[src/rtl/lpm_dev_resp.sv]
module lpm_dev_resp #(
  parameter int              LS_W  = 4,
  parameter logic [LS_W-1:0] LS_OK = 4'h1
) (
  input  logic            clk,
  input  logic            rst_n,
  input  logic            lpm_rx_vld,
  input  logic [LS_W-1:0] lpm_link_state,
  input  logic [1:0]      lpm_mode,
  input  logic            lpm_tx_en,
  input  logic            tx_fifo_busy,
  input  logic            rx_fifo_busy,
  input  logic            resume_evt,
  input  logic            stat_rd,
  output logic            hs_ack,
  output logic            hs_nyet,
  output logic            hs_stall,
  output logic            attr_capture,
  output logic [7:0]      stat_q,
  output logic            irq
);

  localparam int NB = 6;
  localparam int B_STALL = 0, B_NYET = 1, B_ACK = 2, B_NOCMP = 3, B_RES = 4, B_ERR = 5;

  logic          take;
  logic [NB-1:0] set_v, stat_r;
  logic [2:0]    hs_d, hs_q;
  logic          cap_q;

  // mode 1 and mode 3 both have bit 0 set; modes 0 and 2 ignore tokens
  assign take = lpm_rx_vld & lpm_mode[0];

  always_comb begin
    set_v = '0;
    hs_d  = '0;
    set_v[B_RES] = resume_evt;
    if (take) begin
      if (lpm_link_state != LS_OK) begin
        hs_d[0] = 1'b1;
        set_v[B_ERR] = 1'b1;
      end else if (!lpm_mode[1]) begin
        hs_d[0] = 1'b1;
        set_v[B_STALL] = 1'b1;
      end else if (!lpm_tx_en || tx_fifo_busy) begin
        hs_d[1] = 1'b1;
        set_v[B_NYET] = 1'b1;
      end else if (rx_fifo_busy) begin
        hs_d[1] = 1'b1;
        set_v[B_NOCMP] = 1'b1;
      end else begin
        hs_d[2] = 1'b1;
        set_v[B_ACK] = 1'b1;
      end
    end
  end

  always_ff @(posedge clk or negedge rst_n) begin
    if (!rst_n) begin
      stat_r <= '0;
      hs_q   <= '0;
      cap_q  <= 1'b0;
    end else begin
      stat_r <= (stat_rd ? '0 : stat_r) | set_v;
      hs_q   <= hs_d;
      cap_q  <= take;
    end
  end

  assign hs_stall     = hs_q[0];
  assign hs_nyet      = hs_q[1];
  assign hs_ack       = hs_q[2];
  assign attr_capture = cap_q;
  assign stat_q       = {2'b00, stat_r};
  assign irq          = |stat_r;

  assert_hs_onehot_R12: assert property (@(posedge clk) disable iff (!rst_n)
    $onehot0({hs_ack, hs_nyet, hs_stall}));

  assert_capture_R12: assert property (@(posedge clk) disable iff (!rst_n)
    (lpm_rx_vld && lpm_mode[0]) |=> (attr_capture && (hs_ack || hs_nyet || hs_stall)));

  assert_idle_mode_R9: assert property (@(posedge clk) disable iff (!rst_n)
    (lpm_rx_vld && !lpm_mode[0]) |=> !(hs_ack || hs_nyet || hs_stall || attr_capture));

  assert_ack_bit_R5: assert property (@(posedge clk) disable iff (!rst_n)
    hs_ack |-> stat_q[2]);

  assert_stall_bit_R3: assert property (@(posedge clk) disable iff (!rst_n)
    hs_stall |-> (stat_q[0] || stat_q[5]));

  assert_resume_R10: assert property (@(posedge clk) disable iff (!rst_n)
    resume_evt |=> stat_q[4]);

  assert_sticky_R2: assert property (@(posedge clk) disable iff (!rst_n)
    !stat_rd |=> ((stat_q & $past(stat_q)) == $past(stat_q)));

  assert_read_clear_R2: assert property (@(posedge clk) disable iff (!rst_n)
    (stat_rd && !lpm_rx_vld && !resume_evt) |=> (stat_q == 8'h00));

endmodule

[config.mk]
export PLATFORM = sky130hd
export DESIGN_NAME = lpm_dev_resp
export DESIGN_NICKNAME = d
export VERILOG_FILES = /design/src/rtl/lpm_dev_resp.sv
export SDC_FILE = /design/constraint.sdc
export NUM_CORES = 1
export LEC_CHECK = 0
export BUFFER_PORTS_ARGS = -buffer_cell sky130_fd_sc_hd__buf_2
export CAP_MARGIN = 40
export CELL_PAD_IN_SITES_DETAIL_PLACEMENT = 2
export CELL_PAD_IN_SITES_GLOBAL_PLACEMENT = 2
export CORE_MARGIN = 2
export CORE_UTILIZATION = 23
export DETAILED_ROUTE_END_ITERATION = 7
export HOLD_SLACK_MARGIN = 0.12
export PLACE_DENSITY = 0.78
export SETUP_SLACK_MARGIN = 0.05
export SYNTH_ARGS = -nofsm -noshare
export SYNTH_HDL_FRONTEND = slang
export SYNTH_SLANG_ARGS = --single-unit
[constraint.sdc]
create_clock -name clk -period 2.3 [get_ports clk]
set_input_delay 0.69 -clock clk [delete_from_list [all_inputs] [get_ports clk]]
set_output_delay 0.69 -clock clk [all_outputs]
set_load 0.01 [all_outputs]
; ---- Yosys cells after proc, flatten, opt, wreduce, memory -nomap -nowiden
; Cells that the tools add are included.
[word_totals]
ff_bits = 10
latch_bits = 0
mem_bits_rw = 0
mem_bits_ro = 0
wordCells = 26
memories = 0
[classes]
addsub = 0
multipliers = 0
div_mod_pow = 0
order_cmp = 0
n_eq_ne = 1
shifts = 0
n_mux = 17
bitwise = 2
n_reduce_logical = 3
[op_table]
columns = op, count
row1 = $mux W1, 9
row2 = $mux W4, 2
row3 = $mux W2, 3
row4 = $mux W3, 2
row5 = $mux W6, 1
row6 = $or A6 B6 Y6, 1
row7 = $reduce_or A6 Y1, 1
row8 = $ne A4 B1 Y1 const B, 1
row9 = $and A1 B1 Y1, 1
row10 = $logic_not A1 Y1, 1
row11 = $logic_or A1 B1 Y1, 1

; ---- Logic depth before layout (Yosys ltp)
[logic_depth]
depth_word = 7
ltp_mapped = 3
ltp_nobuf = 2

; ---- Worst setup path after synthesis
; Ideal clock, no wire load.
[synth_timing]
path_kind = input-to-reg
startpoint = input port lpm_link_state[1]
endpoint = register stat_r[1]
setup_time_ns = 0.101
t_arrival_ns = 1.579
path_slack_ns = 0.620
path_stages = 3
path_cell_list = or4b_1 > buf_2 > o32ai_1
[synth_via]
elab_chain_len = 4
[synth_lines]
columns = element, line_no
row1 = "start, declared", 8  ; input logic [LS_W-1:0] lpm_link_state,
row2 = $ne A4 B1 Y1, 39  ; if (lpm_link_state != LS_OK) begin
row3 = $mux W4, 39
row4 = $mux W4, 38  ; if (take) begin
row5 = $or A6 B6 Y6, 64  ; stat_r <= (stat_rd ? '0 : stat_r) | set_v;
row6 = "end signal, assigned", 64
row7 = "end, declared", 27  ; logic [NB-1:0] set_v, stat_r;
; Every way passes these cells.

; ---- Worst setup path after layout
[layout_timing]
startpoint = register stat_r[0]
endpoint = output port irq
[layout_via]
elab_chain_len = 1
[layout_lines]
columns = element, line_no
row1 = $reduce_or A6 Y1, 75  ; assign irq = |stat_r;
row2 = "end, declared", 20  ; output logic irq
; Every way passes these cells.

==> results.md <==
- Status: completed
- Clock transition at path regs: 70 ps
- Clk_skew: 0 ps
- Synth Area in XOR/XNOR: 0%
- Vias in the first global route: 372
- GPL Wtd Cong: between 0.7 and 0.8
- Die Y: 47.07 µm
- Final Hold Viols: 0
- Clock network fraction of total power: 41.0%
- Worst r2r src: stat_r[0]$_DFF_PN0_
- Complex-gate fraction of the synthesized area: 13.20%
- Post-synth EDFFs: 0
- Fillers: 220
- Power per cell area: 642.3 nW/µm²
- Via density: 4.258
- Synth top area share: 58.65%
- Prevailing post-synth register cell: dfrtp_1
- Initial antenna violation count: 0
- Max Root-Sink Buffers: 2
- CTS tree: yes
- Period Utilization, post-route: 82.86%
- Total CTS buffers: 3
- Site Rows: 15
- Storage cell area: 250.2 µm²
- Crit path kind: register to primary output
- Ranking of synthesized cells by area: dfrtp_1, o32ai_1, inv_1, buf_4, nand3_1
- Max Clk Rate: 524.7 MHz
- Syn Inst Count: 38
- Fraction of the mapped netlist area in simple logic gates: around 17%
- Worst-skew pair later-pin latency: about 270 ps
- Worst Setup Start Kind: register
- Worst-path cell chain: nor4_1, nand3_1, buf_2
- CP Capture Type: primary output
- Slowest CP cell: dfrtp_1
- Die width: 47.07 µm
- CTS Hold Bufs: 0
- Power share of the sequential group: 47.9%
- Mux cell area share after synthesis: 0%
- Initial Util: about a quarter
- DRC: 0
- # setup viols final: 0
- DR WL/cell: 12.55 µm
- Die area: 2216 µm²
- P_leak: 0.0003086 µW
- Nets: 79
- Final min period: ~1900 ps
- Share of cells above drive strength 1: 45.31%
- RSZ-0062 raised after global routing: false
- Core footprint: between 1500 and 2000 µm²
- Proportion of synthesized chip area in sequential cells: 58.65%
- First-pass GRT wire length: around 1700 µm
- Total gr overflow: 0
- Worst R2R Setup Slack: 1620 ps
- Max Slew Vio Count: 0
- Clock Root Buffer: clkbuf_4
- Logic pwr share: 11.1%
- Fraction of registers with async set/reset: 100.0%
- Port-buffer cells: 24
- I/O pin count: 27
- Initial drt markers: 3
- Max cap viols: 0
- Net Switching: 88.20 µW
- Critical path capture point: irq
- Maximum vdd drop: 0.0003653 V
- Worst stage delay on the critical path: between 400 and 500 ps
- Hold WC Path Type: primary input to async pin
- Switching part of the total: a little under a quarter
- R2r endpoint: stat_r[0]$_DFF_PN0_
- Worst reg-to-reg path cell count: 2
- Yosys warning total: 0
- H-Tree Depth: 1
- Largest net degree at the start of global routing: 11
- Count of cell types in the netlist: 19
- GRT Overall Usage: 11.84%
- Seq cells post-synth: 10
- Hold WS: 269.3 ps
- # clock sinks: 10
- Largest family of logic cells by synthesized area: simple AND/OR/NAND/NOR gates
- Via count: around 380
- Mean Syn Cell Area: ~11 µm²
- Synth Area in Adders: 0%
- Routed Antenna Nets: 0
- Largest area contributor in the netlist: dfrtp_1
- Multi-input logic area: 137.6 µm²
- Setup Fix Bufs, Post-CTS: 0
- Cell Area, Synth: 426.7 µm²
- Area growth from synthesis to layout: 40.18%
- Drt pass-1 iters: 4
- CP Data Arrival Time: approximately 1200 ps
- Total negative slack: 0 ps
- Post-Route WL: about 1100 µm
- Max FO, Critical Path: 3
- Post-CTS sizing: 0
- CP Launch Point: stat_r[0]$_DFF_PN0_
- Int Pwr: 296.0 µW
- CP required: 1610 ps
- Diodes inserted: 0
==> how the worst min path moves through the flow <==
| stage | endpoint | depth (start not counted) |
|---|---|---|
| 6_report | hs_q[0]$_DFF_PN0_ | 1 |
| 5_1_grt | hs_q[0]$_DFF_PN0_ | 1 |
| 4_1_cts | hs_q[0]$_DFF_PN0_ | 1 |
| 3_5_place_dp | stat_r[4]$_DFF_PN0_ | 1 |
| 3_3_place_gp | stat_r[4]$_DFF_PN0_ | 1 |
| 2_1_floorplan | attr_capture$_DFF_PN0_ | 0 |
==> synth_stat cells (all sizes together) (2+ instances only) <==
cell type and n:
o32ai 4, dfrtp 10, inv 6, buf 3
nand3 2
==> worst max-delay path, delay by kind of cell, from the launching register on <==
kind,cells,cell delay [ps]
flops,1,410
simple gates,2,400
buf+inv,1,150
==> cells in the final DEF (no fill, tap or decap), types with 2 or more instances in the layout <==
cell	Yosys	final
buf_2	1	24
dfrtp_1	10	10
inv_1	6	6
o32ai_1	4	4
clkbuf_4	0	3
nand3_1	2	2
conb_1	1	2
==> through the flow <==
stage,std cells,worst slack [ps],power (µW),utilization (%),cell area [µm²]
after floorplan,39,619.9,206.3,-,430.4
after global placement,85,417.5,229.5,32.54,561.8
after detailed placement,85,421.7,230.9,32.54,561.8
after CTS,89,371.9,390.7,34.64,598.1
after global routing,89,266.0,405.0,34.64,598.1
final,89,394.3,384.2,34.64,598.1
==> sequential cells by signal, indices dropped and copies added, names as in the netlist <==
register and cells:
stat_r 6, hs_q 3, attr_capture 1
==> final cells by class <==
class / count / share of cell area, %
tap: 25 / 5.230
timing repair buffer: 24 / 20.08
clock buffer: 4 / 6.067
inverter: 6 / 3.766
sequential: 10 / 41.84
multi-input combinational: 20 / 23.01
==> routing by layer <==
layer  global-route usage (%)  vias up  wire length, µm
li1                         -      182                -
met1                    14.69      186              456
met2                    18.08       11              596
met3                    6.154        0               63
met4                    3.333        0                0
met5                        0        -                0
==> cells by family (layout without fill, tap and decap cells) <==
logic type / Yosys count / count (layout)
AOI/OAI and AO/OA: 7 / 7
buffers and inverters: 9 / 34
DFF: 10 / 10
other: 1 / 2
and+or+nand+nor: 11 / 11
==> power by group through the flow <==
stage / logic, µW / registers [µW] / clock network (µW)
final: 42.7 / 184 / 158
after floorplan: 16.4 / 190 / 0
after detailed placement: 43.4 / 187 / 0
after global placement: 42.3 / 187 / 0
after CTS: 43.6 / 184 / 163
after global routing: 49.3 / 185 / 171
Power figures use the tool's default switching activity.
